`src/rtl/cct_pkg.sv`:
```
// Shared constants of the capture/compare timer: address groups, control
// register indices and bit offsets of the per-channel lanes.
package cct_pkg;
    localparam int REG_W  = 32;
    localparam int ADDR_W = 6;

    localparam logic [2:0] GRP_CTRL = 3'd0;
    localparam logic [2:0] GRP_CAP  = 3'd1;
    localparam logic [2:0] GRP_CMP  = 3'd2;
    localparam logic [2:0] GRP_EVT  = 3'd3;

    localparam logic [2:0] CTL_START  = 3'd0;
    localparam logic [2:0] CTL_STOP   = 3'd1;
    localparam logic [2:0] CTL_CLEAR  = 3'd2;
    localparam logic [2:0] CTL_PSC    = 3'd3;
    localparam logic [2:0] CTL_SHORT  = 3'd4;
    localparam logic [2:0] CTL_INTSET = 3'd5;
    localparam logic [2:0] CTL_INTCLR = 3'd6;

    localparam int SC_STOP_OFS = 8;
    localparam int INT_OFS     = 16;
endpackage

```
`src/rtl/cct_prescaler.sv`:
```
// Prescaler: divides the base-rate enable by 2^psc while the timer runs.
// Assumes psc_i <= DIV_W. The divider is cleared together with the counter.
module cct_prescaler #(
    parameter int PSC_W = 4,
    parameter int DIV_W = 9
) (
    input  logic             clk_i,
    input  logic             rst_ni,
    input  logic             run_i,
    input  logic             base_en_i,
    input  logic             clear_i,
    input  logic [PSC_W-1:0] psc_i,
    output logic             tick_o
);
    logic [DIV_W-1:0] div_q;
    logic [DIV_W-1:0] mask;

    // Low psc bits of the divider that must all be one for a tick.
    always_comb mask = ~({DIV_W{1'b1}} << psc_i);

    assign tick_o = run_i && base_en_i && ((div_q & mask) == mask);

    // Divider advances on each enabled base cycle while running.
    always_ff @(posedge clk_i) begin
        if (!rst_ni)                  div_q <= '0;
        else if (clear_i)             div_q <= '0;
        else if (run_i && base_en_i)  div_q <= div_q + 1'b1;
    end
endmodule

```
`src/rtl/cct_counter.sv`:
```
// Counter core: run state and the up-counter. Stop beats start, clear beats
// a tick. Assumes all task inputs are single-cycle strobes.
module cct_counter #(
    parameter int CNT_W = 32
) (
    input  logic             clk_i,
    input  logic             rst_ni,
    input  logic             start_i,
    input  logic             stop_i,
    input  logic             clear_i,
    input  logic             tick_i,
    output logic [CNT_W-1:0] cnt_o,
    output logic             running_o
);
    localparam logic [CNT_W-1:0] ONE = {{(CNT_W-1){1'b0}}, 1'b1};

    // Run state with stop priority.
    always_ff @(posedge clk_i) begin
        if (!rst_ni)      running_o <= 1'b0;
        else if (stop_i)  running_o <= 1'b0;
        else if (start_i) running_o <= 1'b1;
    end

    // Count register with clear priority; wraps naturally.
    always_ff @(posedge clk_i) begin
        if (!rst_ni)      cnt_o <= '0;
        else if (clear_i) cnt_o <= '0;
        else if (tick_i)  cnt_o <= cnt_o + ONE;
    end
endmodule

```
`src/rtl/cct_channel.sv`:
```
// One capture/compare channel: value register, sticky flag and event pulse.
// A match is a tick that moves the counter onto the stored value. Capture
// beats a write; a match beats a software flag clear.
module cct_channel #(
    parameter int CNT_W = 32
) (
    input  logic             clk_i,
    input  logic             rst_ni,
    input  logic             tick_i,
    input  logic [CNT_W-1:0] cnt_i,
    input  logic             wr_val_i,
    input  logic [CNT_W-1:0] val_i,
    input  logic             cap_i,
    input  logic             flag_clr_i,
    output logic             hit_o,
    output logic             flag_o,
    output logic             evt_o,
    output logic [CNT_W-1:0] value_o
);
    localparam logic [CNT_W-1:0] ONE = {{(CNT_W-1){1'b0}}, 1'b1};

    logic [CNT_W-1:0] cnt_next;

    assign cnt_next = cnt_i + ONE;
    assign hit_o    = tick_i && (cnt_next == value_o);

    // Channel value: capture first, then software write.
    always_ff @(posedge clk_i) begin
        if (!rst_ni)       value_o <= '0;
        else if (cap_i)    value_o <= cnt_i;
        else if (wr_val_i) value_o <= val_i;
    end

    // Sticky flag and its one-cycle event pulse.
    always_ff @(posedge clk_i) begin
        if (!rst_ni) begin
            flag_o <= 1'b0;
            evt_o  <= 1'b0;
        end else begin
            evt_o <= hit_o;
            if (hit_o)           flag_o <= 1'b1;
            else if (flag_clr_i) flag_o <= 1'b0;
        end
    end
endmodule

```
`src/rtl/cc_timer.sv`:
```
// Capture/compare timer top: register decode, shortcut and interrupt
// registers, prescaler, counter and NUM_CH channels. Assumes NUM_CH is 4 or
// 6 (at most 8), CNT_W <= 32 and PSC_MAX < 2^PSC_W.
module cc_timer #(
    parameter int NUM_CH  = 4,
    parameter int CNT_W   = 32,
    parameter int PSC_W   = 4,
    parameter int PSC_MAX = 9,
    parameter int PSC_RST = 4
) (
    input  logic                        clk_i,
    input  logic                        rst_ni,
    input  logic                        base_en_i,
    input  logic                        reg_we_i,
    input  logic [cct_pkg::ADDR_W-1:0]  reg_addr_i,
    input  logic [cct_pkg::REG_W-1:0]   reg_wdata_i,
    output logic [cct_pkg::REG_W-1:0]   reg_rdata_o,
    input  logic                        hw_start_i,
    input  logic                        hw_stop_i,
    input  logic                        hw_clear_i,
    input  logic [NUM_CH-1:0]           hw_capture_i,
    output logic [NUM_CH-1:0]           evt_compare_o,
    output logic                        irq_o
);
    import cct_pkg::*;

    localparam int DIV_W = (PSC_MAX > 0) ? PSC_MAX : 1;

    function automatic logic [REG_W-1:0] lane_mask(input int ofs);
        logic [REG_W-1:0] m;
        m = '0;
        for (int i = 0; i < NUM_CH; i++) m[ofs+i] = 1'b1;
        return m;
    endfunction

    localparam logic [REG_W-1:0] SHORT_MASK = lane_mask(0) | lane_mask(SC_STOP_OFS);
    localparam logic [REG_W-1:0] INT_MASK   = lane_mask(INT_OFS);

    logic [2:0]        grp, idx;
    logic              ctl_wr, start_any, stop_any, clr_task, clr_any;
    logic              sc_clr, sc_stop, tick, running_q, psc_ok;
    logic [CNT_W-1:0]  cnt_q;
    logic [PSC_W-1:0]  psc_q;
    logic [REG_W-1:0]  shorts_q, inten_q;
    logic [NUM_CH-1:0] hit_vec, flag_vec, evt_vec, cap_vec, cmp_wr, flag_clr;
    logic [CNT_W-1:0]  val_arr [NUM_CH];

    assign grp    = reg_addr_i[5:3];
    assign idx    = reg_addr_i[2:0];
    assign ctl_wr = reg_we_i && (grp == GRP_CTRL);

    // Task sources: register strobes OR hardware inputs OR shortcuts.
    always_comb begin
        sc_clr    = |(evt_vec & shorts_q[NUM_CH-1:0]);
        sc_stop   = |(hit_vec & shorts_q[SC_STOP_OFS +: NUM_CH]);
        start_any = hw_start_i || (ctl_wr && idx == CTL_START && reg_wdata_i[0]);
        clr_task  = hw_clear_i || (ctl_wr && idx == CTL_CLEAR && reg_wdata_i[0]);
        stop_any  = hw_stop_i  || (ctl_wr && idx == CTL_STOP  && reg_wdata_i[0]) || sc_stop;
        clr_any   = clr_task || sc_clr;
    end

    // Per-channel write, capture and flag-clear decode.
    always_comb begin
        for (int n = 0; n < NUM_CH; n++) begin
            cap_vec[n]  = hw_capture_i[n] ||
                          (reg_we_i && grp == GRP_CAP && idx == 3'(n) && reg_wdata_i[0]);
            cmp_wr[n]   = reg_we_i && grp == GRP_CMP && idx == 3'(n);
            flag_clr[n] = reg_we_i && grp == GRP_EVT && idx == 3'(n) && !reg_wdata_i[0];
        end
    end

    assign psc_ok = (reg_wdata_i[REG_W-1:PSC_W] == '0) &&
                    (reg_wdata_i[PSC_W-1:0] <= PSC_W'(PSC_MAX));

    // Configuration registers: prescaler (locked while running), shortcuts, enables.
    always_ff @(posedge clk_i) begin
        if (!rst_ni) begin
            psc_q    <= PSC_W'(PSC_RST);
            shorts_q <= '0;
            inten_q  <= '0;
        end else if (ctl_wr) begin
            if (idx == CTL_PSC && !running_q && psc_ok) psc_q <= reg_wdata_i[PSC_W-1:0];
            if (idx == CTL_SHORT)  shorts_q <= reg_wdata_i & SHORT_MASK;
            if (idx == CTL_INTSET) inten_q  <= inten_q | (reg_wdata_i & INT_MASK);
            if (idx == CTL_INTCLR) inten_q  <= inten_q & ~(reg_wdata_i & INT_MASK);
        end
    end

    cct_prescaler #(.PSC_W(PSC_W), .DIV_W(DIV_W)) u_psc (
        .clk_i(clk_i), .rst_ni(rst_ni), .run_i(running_q), .base_en_i(base_en_i),
        .clear_i(clr_any), .psc_i(psc_q), .tick_o(tick)
    );

    cct_counter #(.CNT_W(CNT_W)) u_cnt (
        .clk_i(clk_i), .rst_ni(rst_ni), .start_i(start_any), .stop_i(stop_any),
        .clear_i(clr_any), .tick_i(tick), .cnt_o(cnt_q), .running_o(running_q)
    );

    for (genvar g = 0; g < NUM_CH; g++) begin : g_ch
        cct_channel #(.CNT_W(CNT_W)) u_ch (
            .clk_i(clk_i), .rst_ni(rst_ni), .tick_i(tick), .cnt_i(cnt_q),
            .wr_val_i(cmp_wr[g]), .val_i(reg_wdata_i[CNT_W-1:0]), .cap_i(cap_vec[g]),
            .flag_clr_i(flag_clr[g]), .hit_o(hit_vec[g]), .flag_o(flag_vec[g]),
            .evt_o(evt_vec[g]), .value_o(val_arr[g])
        );
    end

    assign evt_compare_o = evt_vec;
    assign irq_o         = |(flag_vec & inten_q[INT_OFS +: NUM_CH]);

    // Read mux selected by the address alone.
    always_comb begin
        reg_rdata_o = '0;
        case (grp)
            GRP_CTRL: begin
                if (idx == CTL_PSC)   reg_rdata_o = REG_W'(psc_q);
                if (idx == CTL_SHORT) reg_rdata_o = shorts_q;
                if (idx == CTL_INTSET || idx == CTL_INTCLR) reg_rdata_o = inten_q;
            end
            GRP_CMP: for (int n = 0; n < NUM_CH; n++)
                if (idx == 3'(n)) reg_rdata_o = REG_W'(val_arr[n]);
            GRP_EVT: for (int n = 0; n < NUM_CH; n++)
                if (idx == 3'(n)) reg_rdata_o[0] = flag_vec[n];
            default: reg_rdata_o = '0;
        endcase
    end
endmodule

```
`config.mk`:
```
export PLATFORM = sky130hd
export DESIGN_NAME = cc_timer
export DESIGN_NICKNAME = d
export VERILOG_FILES = /design/src/rtl/cct_pkg.sv /design/src/rtl/cct_prescaler.sv /design/src/rtl/cct_counter.sv /design/src/rtl/cct_channel.sv /design/src/rtl/cc_timer.sv
export SDC_FILE = /design/constraint.sdc
export NUM_CORES = 1
export LEC_CHECK = 0
export CORE_ASPECT_RATIO = 0.75
export CORE_UTILIZATION = 25
export CTS_CLUSTER_SIZE = 16
export DETAILED_ROUTE_END_ITERATION = 8
export DONT_BUFFER_PORTS = 1
export SETUP_SLACK_MARGIN = 0.05
export SLEW_MARGIN = 15
export SYNTH_ARGS = -nofsm -noshare
export SYNTH_HDL_FRONTEND = slang
export SYNTH_SLANG_ARGS = --single-unit
```
`constraint.sdc`:
```
create_clock -name clk_i -period 3.55 [get_ports clk_i]
set_input_delay 0.5325 -clock clk_i [delete_from_list [all_inputs] [get_ports clk_i]]
set_output_delay 0.5325 -clock clk_i [all_outputs]
set_load 0.01 [all_outputs]
```
==> flow_metrics.tcl <==
set metrics [dict create \
    fp.dieArea_mm2 0.0561 \
    num_rows 74 \
    flop_pwr_share 0.475 \
    worst_ep_arrival_time_ns 3.77 \
    finalWorstSetupSlack_ns 0.141 \
    number_of_synthesized_flops_with_an_enable_pin 0 \
    cts_max_level 4 \
    antenna_found_initial 0 \
    route.final.wire_length_um 61100 \
    synth-compound-area-share 0.180 \
    run_status "complete, no violations" \
    sequential_element_share_of_the_synthesized_area 0.281 \
    synth-async-reset-ratio 0 \
    detail_route.iter0.violations 1580 \
    post_synthesis_share_of_cell_area_spent_on_full_adders_half_adders_and_majority_gates 0.00254 \
    clock_tree_from_tritoncts "yes" \
    wire_per_inst_um 25.1 \
    finalWorstPathRequiredPeriod_ns 3.41 \
    intPower_uw 3480 \
    final_min_period_over_clock_period 0.960 \
    critical_path_peak_fanout 6 \
    grt.met1_usage 0.296 \
    final-hold-violation-count 0 \
    route.detailed.drc 0 \
    hpwl_um 45400 \
    worst_clock_skew_ns 0.0128 \
    cp-start-kind "flop" \
    synth_top_family_by_area "simple AND/OR/NAND/NOR gates" \
    final-max-slew-violation-count 0 \
    layout-drive-gt1-share 0.134 \
    worst_hold_path_type "in -> reg" \
    synth_xor_xnor_area_share 0.110 \
    gpl.final_weighted_congestion 1.01 \
    ir_drop_mv 0.336 \
    reg2regPathDepth 12 \
    ios 86 \
    muxShareOfSynthArea 0.134 \
    synthDistinctLibCells 91 \
    floorplan.die.height_um 205 \
    dpl_worst_slack_ns 0.101 \
    detail_route.first_pass.iterations 5 \
    via_count 13800 \
    setup.worst_path.end_class "flop" \
    fin_worst_hold_slack_ns 0.105 \
    synth_ff_type "sky130_fd_sc_hd__dfxtp_1" \
    global_route_wire_length_before_repair_um 88700 \
    power_frac_clock 0.408 \
    worstSkewPairLatency_ns 0.49 \
    tightest_slew_ns 1.00 \
    floorplan.die.width_um 273 \
    synth_area_leader_cell "sky130_fd_sc_hd__dfxtp_1" \
    hold-path-cell-count 1 \
    synth_area_mm2 0.0138 \
    area.growth.synth_to_final_pct 14.1 \
    portBuffers 0 \
    cts_num_sinks 194 \
    first_global_vias 12700 \
    floorplan.initialDensity 0.253 \
    synth-warning-count 0 \
    final.setup.tns_ns 0 \
    syn_area_per_cell_um2 8.05 \
    cts_hold_repair.buffers 0 \
    route.detailed.vias_per_inst 5.67 \
    synth.most_common_cell "sky130_fd_sc_hd__nor2_1" \
    cts-root-buf "sky130_fd_sc_hd__clkbuf_16" \
    ant_nets_after_route 0 \
    top_cell_types_by_occurrence_after_synthesis "287 x sky130_fd_sc_hd__nor2_1, 194 x sky130_fd_sc_hd__dfxtp_1, 173 x sky130_fd_sc_hd__mux2i_1" \
    synth_simple_gate_area_frac 0.237 \
    globalRouteMet2Util 0.320 \
    comb_power_share 0.117 \
    syn-num-nets 1765 \
    grt.overflow.total 0 \
    timing.fmax_ghz 0.293 \
    sw_frac 0.298 \
    total_track_usage 0.216 \
    post-route-cell-area_mm2 0.0157 \
    synth-seq-cells 194 \
    p_leak_uw 0.00617 \
    clk_path_buf_depth 2 \
    total_power_uw 4970 \
    clock_slew_at_reported_path_ffs_ns 0.08 \
    detailed_place.area_mm2 0.0150 \
    cap_violations 0 \
    fill_cells 5852 \
    power_density_mw_per_mm2 316 \
    syn_inst 1714 \
    fp.coreArea_mm2 0.0544 \
    maximum_number_of_pins_on_one_net_before_global_route_repair 82 \
    power.switching_uw 1480 \
    num-nets-final 1749 \
    final-setup-viol-count 0 \
    cp.required_ns 3.92 \
    unrepaired_setup_endpoints_after_global_routing "false" \
    yosys-top-cells-area "sky130_fd_sc_hd__dfxtp_1 28%, sky130_fd_sc_hd__mux2i_1 13%, sky130_fd_sc_hd__nor2_1 7.8%" \
    criticalPathCategory "reg -> reg" \
    synth_largest_type_area_fraction 0.281 \
    grt_busiest_layer "met2" \
    cts_inserted_buffers 17 \
    grtUsageMet3 0.0663 \
    maxSlewHeadroom 0.329 \
]
final timing paths:
check	startpoint	end	slack, ns
min reg2reg	g_ch[0].u_ch.flag_o$_SDFFE_PN0P_	g_ch[0].u_ch.flag_o$_SDFFE_PN0P_	0.53
min	rst_ni	psc_q[2]$_SDFFE_PN1P_	0.10
max reg2reg	u_cnt.cnt_o[0]$_SDFFE_PP0P_	u_cnt.running_o$_SDFFE_PP0P_	0.14
max	u_cnt.cnt_o[0]$_SDFFE_PP0P_	u_cnt.running_o$_SDFFE_PP0P_	0.14
registers in the layout (all words and copies together), names as in the netlist, named ones only:
signal             count
g_ch.u_ch.flag_o       4
g_ch.u_ch.value_o    128
g_ch.u_ch.evt_o        4
u_psc.div_q            9
u_cnt.cnt_o           32
u_cnt.running_o        1
shorts_q               8
psc_q                  4
kinds of logic after synthesis:
group           Yosys count
simple gates            634
compound gates          364
flops                   194
buf+inv                 180
mux                     179
xor+xnor                160
fa+ha+maj                 3
metal layers:
metal,wire (um),part of all wire,up-vias
met3,6350,0.10,89
li1,-,-,6194
met1,27400,0.45,6830
met5,0,0,-
met4,1500,0.025,0
met2,25800,0.42,680
placed cells by master, fill, tap and decap left out, types with 11 or more instances in the layout:
cell type	Yosys	layout
sky130_fd_sc_hd__nor2_1	287	285
sky130_fd_sc_hd__dfxtp_1	194	184
sky130_fd_sc_hd__mux2i_1	173	173
sky130_fd_sc_hd__a211oi_1	132	132
sky130_fd_sc_hd__buf_4	10	114
sky130_fd_sc_hd__xnor2_1	97	97
sky130_fd_sc_hd__a21oi_1	84	80
sky130_fd_sc_hd__nand2_1	68	66
sky130_fd_sc_hd__xor2_1	55	55
sky130_fd_sc_hd__o21ai_0	44	44
sky130_fd_sc_hd__nand3_1	44	40
sky130_fd_sc_hd__nand4_1	37	37
sky130_fd_sc_hd__nor3_1	36	34
sky130_fd_sc_hd__nor4_1	28	27
sky130_fd_sc_hd__inv_1	24	24
sky130_fd_sc_hd__or3_1	21	21
sky130_fd_sc_hd__a22oi_1	17	17
sky130_fd_sc_hd__clkbuf_16	0	17
sky130_fd_sc_hd__or4_1	12	12
sky130_fd_sc_hd__nand2b_1	11	11
stage by stage:
step                std cells   util
floorplan                1714      -
global placement         2395  0.276
detailed placement       2395  0.276
CTS                      2427  0.286
global route             2433  0.289
finish                   2434  0.289
power groups by stage:
stage	clock [uW]	sequential (uW)	combinational, uW
floorplan	0	2360	412
global placement	0	2400	557
detailed placement	0	2400	563
CTS	2050	2350	567
global route	2140	2360	626
finish	2030	2360	583
what timing repair did:
| item | CTS | global route |
|---|---|---|
| gates resized for setup | 0 | 36 |
| endpoints found under the setup margin | 0 | 3 |
| buffers inserted | 0 | 6 |
worst max-delay path, stage by stage, from the launching register on:
cell and delay, ns:
sky130_fd_sc_hd__dfxtp_1 0.39, sky130_fd_sc_hd__buf_6 0.15, sky130_fd_sc_hd__nand4_4 0.14, sky130_fd_sc_hd__buf_4 0.20, sky130_fd_sc_hd__nor4_4 0.28, sky130_fd_sc_hd__nor3_1 0.09
sky130_fd_sc_hd__or3_1 0.36, sky130_fd_sc_hd__nor4_1 0.28, sky130_fd_sc_hd__nand4_1 0.23, sky130_fd_sc_hd__buf_4 0.22, sky130_fd_sc_hd__or4_1 0.53, sky130_fd_sc_hd__nor4_2 0.31
sky130_fd_sc_hd__a2111oi_2 0.11
cell type report:
class	instances	area (um2)	share of cell area
Sequential cell	194	3900	0.248
Timing Repair Buffer	120	950	0.0603
Multi-Input combinational cell	1340	9310	0.592
Antenna cell	1	2.50	0.000159
Inverter	25	96.3	0.00612
Tap cell	722	903	0.0574
Clock inverter	14	140	0.00890
Clock buffer	18	439	0.0279
(Power assumes the default switching activity.)
